`config.mk`:
```
export PLATFORM = sky130hd
export DESIGN_NAME = vic_core
export DESIGN_NICKNAME = d
export VERILOG_FILES = /design/src/rtl/vic_pkg.sv /design/src/rtl/vic_flags.sv /design/src/rtl/vic_arb.sv /design/src/rtl/vic_seq.sv /design/src/rtl/vic_core.sv
export SDC_FILE = /design/constraint.sdc
export NUM_CORES = 1
export LEC_CHECK = 0
export ABC_AREA = 1
export BUFFER_PORTS_ARGS = -buffer_cell sky130_fd_sc_hd__buf_4
export CAP_MARGIN = 10
export CORE_MARGIN = 10
export CORE_UTILIZATION = 35
export DETAILED_ROUTE_END_ITERATION = 10
export PLACE_DENSITY_LB_ADDON = 0.2
export SLEW_MARGIN = 40
export SYNTH_ARGS = -nofsm -noshare
export SYNTH_HDL_FRONTEND = slang
export SYNTH_HIERARCHICAL = 1
export SYNTH_SLANG_ARGS = --single-unit
```
`constraint.sdc`:
```
create_clock -name clk -period 2.09 [get_ports clk]
set_input_delay 0.1045 -clock clk [delete_from_list [all_inputs] [get_ports clk]]
set_output_delay 0.1045 -clock clk [all_outputs]
set_load 0.005 [all_outputs]
```
`src/rtl/vic_pkg.sv`:
```
package vic_pkg;

    typedef enum logic [1:0] {
        SEQ_IDLE,
        SEQ_REQ,
        SEQ_ENTRY,
        SEQ_RET
    } seq_state_e;

    // Length of the entry sequence, with the extra wake-up cycles when asleep.
    function automatic int unsigned entry_len(input logic asleep,
                                              input int unsigned base,
                                              input int unsigned extra);
        return asleep ? base + extra : base;
    endfunction

endpackage

```
`src/rtl/vic_flags.sv`:
```
module vic_flags #(
    parameter int NUM_SRC = 8,
    parameter logic [NUM_SRC-1:0] LEVEL_MASK = '0
) (
    input  logic               clk,
    input  logic               rst,
    input  logic [NUM_SRC-1:0] src_in,
    input  logic               clr_wr,
    input  logic [NUM_SRC-1:0] clr_mask,
    input  logic               en_wr,
    input  logic [NUM_SRC-1:0] en_data,
    input  logic [NUM_SRC-1:0] vec_clr,
    output logic [NUM_SRC-1:0] cand
);
    localparam logic [NUM_SRC-1:0] EDGE_MASK = ~LEVEL_MASK;

    logic [NUM_SRC-1:0] src_q;
    logic [NUM_SRC-1:0] en_q;
    logic [NUM_SRC-1:0] pend_q;
    logic [NUM_SRC-1:0] rise;
    logic [NUM_SRC-1:0] kill;
    logic [NUM_SRC-1:0] pend_d;

    always_comb begin
        rise   = src_in & ~src_q & EDGE_MASK;
        kill   = ({NUM_SRC{clr_wr}} & clr_mask) | vec_clr;
        // a new edge outranks any clear in the same cycle
        pend_d = rise | (pend_q & ~kill);
        cand   = (pend_q | (src_in & LEVEL_MASK)) & en_q;
    end

    always_ff @(posedge clk) begin
        if (rst) begin
            src_q  <= '0;
            en_q   <= '0;
            pend_q <= '0;
        end else begin
            src_q  <= src_in;
            pend_q <= pend_d;
            if (en_wr) begin
                en_q <= en_data;
            end
        end
    end

endmodule

```
`src/rtl/vic_arb.sv`:
```
module vic_arb #(
    parameter int NUM_SRC = 8,
    localparam int IDX_W  = $clog2(NUM_SRC)
) (
    input  logic [NUM_SRC-1:0] cand,
    output logic               any,
    output logic [IDX_W-1:0]   idx
);
    logic [NUM_SRC:0]   seen;
    logic [NUM_SRC-1:0] grant;

    assign seen[0] = 1'b0;

    for (genvar i = 0; i < NUM_SRC; i++) begin : g_chain
        assign grant[i]  = cand[i] & ~seen[i];
        assign seen[i+1] = seen[i] | cand[i];
    end

    assign any = seen[NUM_SRC];

    always_comb begin
        idx = '0;
        for (int i = 0; i < NUM_SRC; i++) begin
            if (grant[i]) begin
                idx = idx | IDX_W'(i);
            end
        end
    end

endmodule

```
`src/rtl/vic_seq.sv`:
```
module vic_seq
    import vic_pkg::*;
#(
    parameter int IDX_W       = 3,
    parameter int ENTRY_CYC   = 4,
    parameter int SLEEP_EXTRA = 4,
    parameter int RETURN_CYC  = 4
) (
    input  logic             clk,
    input  logic             rst,
    input  logic             req_any,
    input  logic [IDX_W-1:0] req_idx,
    input  logic             gie_set,
    input  logic             gie_clr,
    input  logic             reti,
    input  logic             insn_ret,
    input  logic             sleep_in,
    input  logic             irq_ack,
    output logic             irq_req,
    output logic [IDX_W-1:0] irq_idx,
    output logic             entry_busy,
    output logic             ret_busy,
    output logic             vec_fire,
    output logic             gie_q,
    output logic             hold_q
);
    localparam int CNT_W = $clog2(ENTRY_CYC + SLEEP_EXTRA + RETURN_CYC + 1);

    seq_state_e       state_q;
    logic [CNT_W-1:0] cnt_q;
    logic [IDX_W-1:0] idx_q;
    logic             idle;
    logic             take;
    logic             ret_start;
    logic             cnt_done;

    always_comb begin
        idle      = (state_q == SEQ_IDLE);
        ret_start = idle & reti;
        take      = idle & req_any & gie_q & ~hold_q & ~gie_clr & ~gie_set & ~reti;
        cnt_done  = (cnt_q == '0);
        vec_fire  = (state_q == SEQ_REQ) & irq_ack;
    end

    assign irq_req    = (state_q == SEQ_REQ);
    assign irq_idx    = idx_q;
    assign entry_busy = (state_q == SEQ_ENTRY);
    assign ret_busy   = (state_q == SEQ_RET);

    // global enable and the one-instruction hold
    always_ff @(posedge clk) begin
        if (rst) begin
            gie_q  <= 1'b0;
            hold_q <= 1'b0;
        end else begin
            if (gie_clr) begin
                gie_q <= 1'b0;
            end else if (vec_fire) begin
                gie_q <= 1'b0;
            end else if (gie_set | ret_start) begin
                gie_q <= 1'b1;
            end
            if (gie_set | ret_start) begin
                hold_q <= 1'b1;
            end else if (insn_ret & idle) begin
                hold_q <= 1'b0;
            end
        end
    end

    always_ff @(posedge clk) begin
        if (rst) begin
            state_q <= SEQ_IDLE;
            cnt_q   <= '0;
            idx_q   <= '0;
        end else begin
            unique case (state_q)
                SEQ_IDLE: begin
                    if (ret_start) begin
                        state_q <= SEQ_RET;
                        cnt_q   <= CNT_W'(RETURN_CYC - 1);
                    end else if (take) begin
                        state_q <= SEQ_REQ;
                        idx_q   <= req_idx;
                    end
                end
                SEQ_REQ: begin
                    if (irq_ack) begin
                        state_q <= SEQ_ENTRY;
                        cnt_q   <= CNT_W'(entry_len(sleep_in, ENTRY_CYC, SLEEP_EXTRA) - 1);
                    end
                end
                SEQ_ENTRY, SEQ_RET: begin
                    if (cnt_done) begin
                        state_q <= SEQ_IDLE;
                    end else begin
                        cnt_q <= cnt_q - 1'b1;
                    end
                end
                default: state_q <= SEQ_IDLE;
            endcase
        end
    end

endmodule

```
`src/rtl/vic_core.sv`:
```
module vic_core #(
    parameter int NUM_SRC     = 8,
    parameter logic [NUM_SRC-1:0] LEVEL_MASK = '0,
    parameter int ENTRY_CYC   = 4,
    parameter int SLEEP_EXTRA = 4,
    parameter int RETURN_CYC  = 4
) (
    input  logic                       clk,
    input  logic                       rst,
    input  logic [NUM_SRC-1:0]         src_in,
    input  logic                       clr_wr,
    input  logic [NUM_SRC-1:0]         clr_mask,
    input  logic                       en_wr,
    input  logic [NUM_SRC-1:0]         en_data,
    input  logic                       gie_set,
    input  logic                       gie_clr,
    input  logic                       reti,
    input  logic                       insn_ret,
    input  logic                       sleep_in,
    input  logic                       irq_ack,
    output logic                       irq_req,
    output logic [$clog2(NUM_SRC)-1:0] irq_idx,
    output logic                       entry_busy,
    output logic                       ret_busy
);
    localparam int IDX_W = $clog2(NUM_SRC);

    logic [NUM_SRC-1:0] cand;
    logic [NUM_SRC-1:0] vec_clr;
    logic               req_any;
    logic [IDX_W-1:0]   req_idx;
    logic               vec_fire;
    logic               gie_q;
    logic               hold_q;

    assign vec_clr = vec_fire ? (NUM_SRC'(1) << irq_idx) : '0;

    vic_flags #(
        .NUM_SRC   (NUM_SRC),
        .LEVEL_MASK(LEVEL_MASK)
    ) u_flags (
        .clk     (clk),
        .rst     (rst),
        .src_in  (src_in),
        .clr_wr  (clr_wr),
        .clr_mask(clr_mask),
        .en_wr   (en_wr),
        .en_data (en_data),
        .vec_clr (vec_clr),
        .cand    (cand)
    );

    vic_arb #(
        .NUM_SRC(NUM_SRC)
    ) u_arb (
        .cand(cand),
        .any (req_any),
        .idx (req_idx)
    );

    vic_seq #(
        .IDX_W      (IDX_W),
        .ENTRY_CYC  (ENTRY_CYC),
        .SLEEP_EXTRA(SLEEP_EXTRA),
        .RETURN_CYC (RETURN_CYC)
    ) u_seq (
        .clk       (clk),
        .rst       (rst),
        .req_any   (req_any),
        .req_idx   (req_idx),
        .gie_set   (gie_set),
        .gie_clr   (gie_clr),
        .reti      (reti),
        .insn_ret  (insn_ret),
        .sleep_in  (sleep_in),
        .irq_ack   (irq_ack),
        .irq_req   (irq_req),
        .irq_idx   (irq_idx),
        .entry_busy(entry_busy),
        .ret_busy  (ret_busy),
        .vec_fire  (vec_fire),
        .gie_q     (gie_q),
        .hold_q    (hold_q)
    );

endmodule

```
==> Word level (Yosys, flattened, before mapping) <==
Cells that the tools add are included.
Widths: inputs -> output; s select.
{ "classes": {"add_sub_neg": 2, "eq_ne": 8, "shifts": 1, "mux": 20, "bitwise_logic": 44, "reduce_logical": 8} }
{ "ops": {"columns": ["op", "n"], "rows": [
  ["$and 8x8->8", 4],
  ["$and 1x1->1", 16],
  ["$mux 4", 4],
  ["$not 8->8", 2],
  ["$or 8x8->8", 2],
  ["$mux 2", 6],
  ["$mux 3", 4],
  ["$not 1->1", 12],
  ["$pmux 4 s3", 1],
  ["$reduce_and 3->1", 3],
  ["$mux 8", 1],
  ["$or 1x1->1", 8],
  ["$shl 1x3->8 const A", 1],
  ["$sub 4x1->4 const B", 2],
  ["$ne 2x2->1 const B", 3],
  ["$pmux 2 s3", 1],
  ["$eq 2x2->1 const B", 2],
  ["$logic_not 4->1", 1],
  ["$mux 1", 3],
  ["$ne 3x3->1 const B", 1],
  ["$reduce_or 3->1", 1],
  ["$eq 2x1->1 const B", 1],
  ["$logic_not 2->1", 1],
  ["$ne 2x1->1 const B", 1],
  ["other kinds (2)", 2]
]} }
{ "word_totals": {"reg_bits": 35, "in_bits": 34, "out_inout_bits": 6, "elab_cells": 91} }

==> Logic depth before layout (Yosys ltp) <==
{ "logic_depth": {"depth_word": 17, "ltp_mapped": 12, "depth_no_buf": 12} }

==> Hierarchy <==
The synthesis kept the hierarchy.
{ "by_module_without_submodules": {"columns": ["mod", "n_inst", "cells_each", "area_each_um2", "seq_area_each_um2"], "rows": [
  ["vic_flags", 1, 141, 970.9, 480.5],
  ["vic_seq", 1, 104, 654.4, 220.2],
  ["vic_arb", 1, 28, 126.4, 0.0],
  ["vic_core", 1, 17, 63.8, 0.0]
]} }

==> Least setup slack after synthesis <==
Ideal clock, no wire load.
{ "synth_path": {"path_type": "flip-flop to flip-flop", "startpoint": "reg u_flags.pend_q[3]", "endpoint": "reg u_seq.idx_q[0] (netlist: u_seq/irq_idx[0])", "setup_time_ns": 0.131, "arrival_ns": 1.172, "required_time_ns": 1.959, "path_slack_ns": 0.787, "stages_incl_launch_ff": 11, "path_buffers": 0, "synth_period_minus_slack_ns": 1.303, "cell_sequence": "dfxtp_1 nand2_1 inv_1 nor2_2 and2_4 nand2_1 nand2_1 nor2_1 nand3_1 nand2_1 a21oi_1"} }
{ "synth_between": {"elab_chain_len": 13, "elab_cells_between_ends": 23, "classes_between": "mux (5); bitwise (17); reduce/logical (1)"} }
{ "synth_rtl": {"columns": ["element", "line", "rtl"], "rows": [
  ["from (decl)", "vic_flags.sv:19", "logic [NUM_SRC-1:0] pend_q;"],
  ["from (signal assigned)", "vic_flags.sv:39", "pend_q <= pend_d;"],
  ["$and 8x8->8", "vic_flags.sv:29", "cand = (pend_q | (src_in & LEVEL_MASK)) & en_q;"],
  ["via cand[3]", "vic_core.sv:28", "logic [NUM_SRC-1:0] cand;"],
  ["$or 1x1->1 (5 in series)", "vic_arb.sv:16", "assign seen[i+1] = seen[i] | cand[i];"],
  ["via req_any", "vic_core.sv:30", "logic req_any;"],
  ["$and 1x1->1 (6 in series)", "vic_seq.sv:40", "take = idle & req_any & gie_q & ~hold_q & ~gie_clr & ~gie_set & ~reti;"],
  ["$reduce_and 3->1 (no line)", null, null],
  ["to (signal assigned)", "vic_seq.sv:84", "idx_q <= req_idx;"],
  ["to (decl)", "vic_seq.sv:31", "logic [IDX_W-1:0] idx_q;"]
]} }
The timed path passes the listed nets, and every way through them passes these cells.
A chain may end at the register's enable or synchronous reset.

==> Worst setup path after layout <==
{ "layout_path": {"startpoint": "reg u_flags.en_q[4]", "endpoint": "reg u_seq.idx_q[1] (netlist: u_seq/irq_idx[1])"} }
{ "layout_between": {"elab_chain_len": 12, "elab_cells_between_ends": 18, "classes_between": "mux (2); bitwise (15); reduce/logical (1)"} }
{ "layout_rtl": {"columns": ["element", "line", "rtl"], "rows": [
  ["from (decl)", "vic_flags.sv:18", "logic [NUM_SRC-1:0] en_q;"],
  ["from (signal assigned)", "vic_flags.sv:41", "en_q <= en_data;"],
  ["$and 8x8->8", "vic_flags.sv:29", null],
  ["via cand[4]", "vic_core.sv:28", null],
  ["$or 1x1->1 (4 in series)", "vic_arb.sv:16", null],
  ["via req_any", "vic_core.sv:30", null],
  ["$and 1x1->1 (6 in series)", "vic_seq.sv:40", null],
  ["$reduce_and 3->1 (no line)", null, null]
]} }
The timed path passes the listed nets, and every way through them passes these cells.

==> impl_metrics.ini <==
[run_status]
status = complete, no violations

[cells_and_area]
final_area_um2 = 2240
n_fill_cell = 594
fin_nets = 366
diodes = 0
area_growth_pct = 23.6
final_layout_size_suffix_gt1_share_pct = 21.1

[cts]
clock_latency_ps = 290
cts_buffer_depth = 2
numClockSinks = 35
cts_inserted_buffers = 5
cts.repair.resized = 0
clk_pin_slew_ps = 80
cts_tree = built
htreeDepth = 2
postCtsHoldBufs = 0
postCtsSetupBuffers = 0
cts-root-buf = clkbuf_8

[global_route]
antenna_found_initial = 0
grt_usage_pct = 10.5
grt_pass1_vias = 1713
grt.overflow.total = 0
grt_max_degree = 18
grt_pass1_wl_mm = 7.33

[die]
coreArea_um2 = 5070
ioPinCount = 40
die_x_um = 92.0
die_area_um2 = 8470
die_h_um = 92.0
num_rows = 26
start_util_pct = 35.8

[critical_path]
cp-end-kind = register
cp-start-kind = register
cp_cell_sequence = nand2_1, inv_1, inv_1, nand3_1, nor2_1, nand2_1, nand2_1, nor2_1, nand3_1, nand2_1, a21oi_1
crit_arrival_ps = 1660
slowest_stage = dfxtp_1
crit_fanout = 5
max_stage_delay_ps = 350
worstPathRequired_ps = 2270
crit_type = register to register
cp_common_cell = nand2_1

[timing]
finClkSkew_ps = 8.05
slew_violations = 0
tightest_slew_ps = 351
setup_viol = 0
worst_slew_margin_rel_pct = 76.6
rsz0062_at_grt = false
final_hold_viol_count = 0
fin_crit_sh_pct = 70.8
fin_crit_ps = 1480
clock.fmax_mhz = 676
worst_slack_ps = 611
tns_ps = 0

[placed_design]
gp_congestion = 0.814
dp_hpwl_mm = 3.31
place_ws_ps = 632
dpl-instance-area_um2 = 2150
port_buffers = 39

[yosys]
synth_nets = 325
synth.distinct_cells = 27
yosysSeqAreaShare_pct = 38.6
yosys_register_bits = 35
syn_area_um2 = 1820
synth_top_area_share_pct = 38.6
synth.top_cells.by_area = dfxtp_1 39%, nand2_1 16%, nor2_1 11%
synthCells = 290
synth_common_cells = 75 x nand2_1, 55 x nor2_1, 54 x inv_1
yosysMostFrequentCell = nand2_1
synth_area_leader_cell = dfxtp_1
synth_ff_type = dfxtp_1
ys_warn_count = 6
syn_area_per_cell_um2 = 6.26
synth-edff-count = 0
async_flop_share_pct = 0

[run]
maxCapViolCount = 0

[power]
powerDensity_nw_per_um2 = 839
p_leak_nw = 1.21
peakVddDrop_mv = 0.299

[route]
drt_iter0_markers = 72
dr_total_vias = 1675
viasPerCell = 4.17
drc = 0
drt-pass1-iter-count = 4
wl_per_cell_um = 10.4
routed_wl_mm = 4.17
antenna_left = 0

[worst_hold_path]
holdCritPathClass = primary input to register
## cells by family after synthesis
| group | after synthesis | share of synthesized area [%] |
|---|---|---|
| adders and majority gates | 1 | 0.689 |
| buffers and inverters | 69 | 16.0 |
| DFF | 35 | 38.6 |
| and+or+nand+nor | 165 | 38.3 |
| AOI/OAI and AO/OA | 20 | 6.41 |
## routing by layer
metal / part of all wire [%] / global-route usage [%]
met1: 48 / 12.3
met2: 44 / 16.6
met3: 6.3 / 4.73
met4: 1.3 / 3.47
met5: 0 / 0
## path summary, 6_finish.rpt
check             slack (ps)  cells after the start                       endpoint                          from
setup / recovery         610                     11  u_seq/irq_idx[1]$_SDFFE_PP0P_  u_flags/en_q[4]$_SDFFE_PP0P_
hold / removal            30                      3   u_flags/en_q[6]$_SDFFE_PP0P_                    en_data[6]
setup reg to reg         610                     11  u_seq/irq_idx[1]$_SDFFE_PP0P_  u_flags/en_q[4]$_SDFFE_PP0P_
hold reg to reg          460                      3   u_flags/pend_q[2]$_SDFF_PP0_   u_flags/src_q[2]$_SDFF_PP0_
## worst max-delay path, delay by kind of cell, from the launching register on
family                 cells  cell delay [ps]
AO/OA/AOI/OAI              1               60
flip-flops                 1              350
AND/OR/NAND/NOR            8              840
buffers and inverters      2              120
## metrics by stage
step	hold WS [ps]	cells	power, W	utilization [%]
after floorplan	223	290	0.00123	-
after global placement	332	394	0.00138	42.4
after detailed placement	339	394	0.00138	42.4
after CTS	22.1	402	0.00190	44.2
after global routing	19.2	402	0.00203	44.2
final	32.9	402	0.00188	44.2
## area by class of cell
| type | instances | area (um^2) | area share, % |
|---|---|---|---|
| well taps | 70 | 87.6 | 3.90 |
| inverters | 64 | 245 | 10.9 |
| clock inverters | 3 | 23.8 | 1.06 |
| multi-input cells | 186 | 825 | 36.8 |
| repair buffers | 39 | 293 | 13.1 |
| clock buffers | 5 | 68.8 | 3.07 |
| flip-flops and latches | 35 | 701 | 31.2 |
## sequential cells by signal, summed over array words and instances, names as in the netlist
signal / cells
u_flags/en_q: 8
u_flags/pend_q: 8
u_flags/src_q: 8
u_seq/cnt_q: 4
u_seq/irq_idx: 3
u_seq/state_q: 2
u_seq/gie_q: 1
u_seq/hold_q: 1
## cells in the final DEF, fill, tap and decap left out
master / n
clkbuf_8: 5
nand2_2: 2
clkinv_1: 1
inv_2: 8
nor2_2: 5
buf_4: 39
nand2_1: 75
inv_1: 54
inv_6: 2
dfxtp_1: 35
nor3_1: 1
o211ai_1: 1
nor2_1: 55
a21boi_0: 1
o21ai_1: 3
a21oi_1: 5
nand4_1: 3
o21ai_0: 7
nand3_2: 2
a21oi_2: 1
ha_1: 1
o21ai_2: 2
nand3_1: 20
and2_4: 1
clkinvlp_4: 2
nor2_4: 1
## power breakdown
part	total [W]	switching, W	internal [W]
clock network	0.000512	0.000274	0.000238
registers	0.000825	0.0000760	0.000749
logic	0.000545	0.000322	0.000224
total	0.00188	0.000671	0.00121
Note: power is estimated with default switching activity, not from simulation.
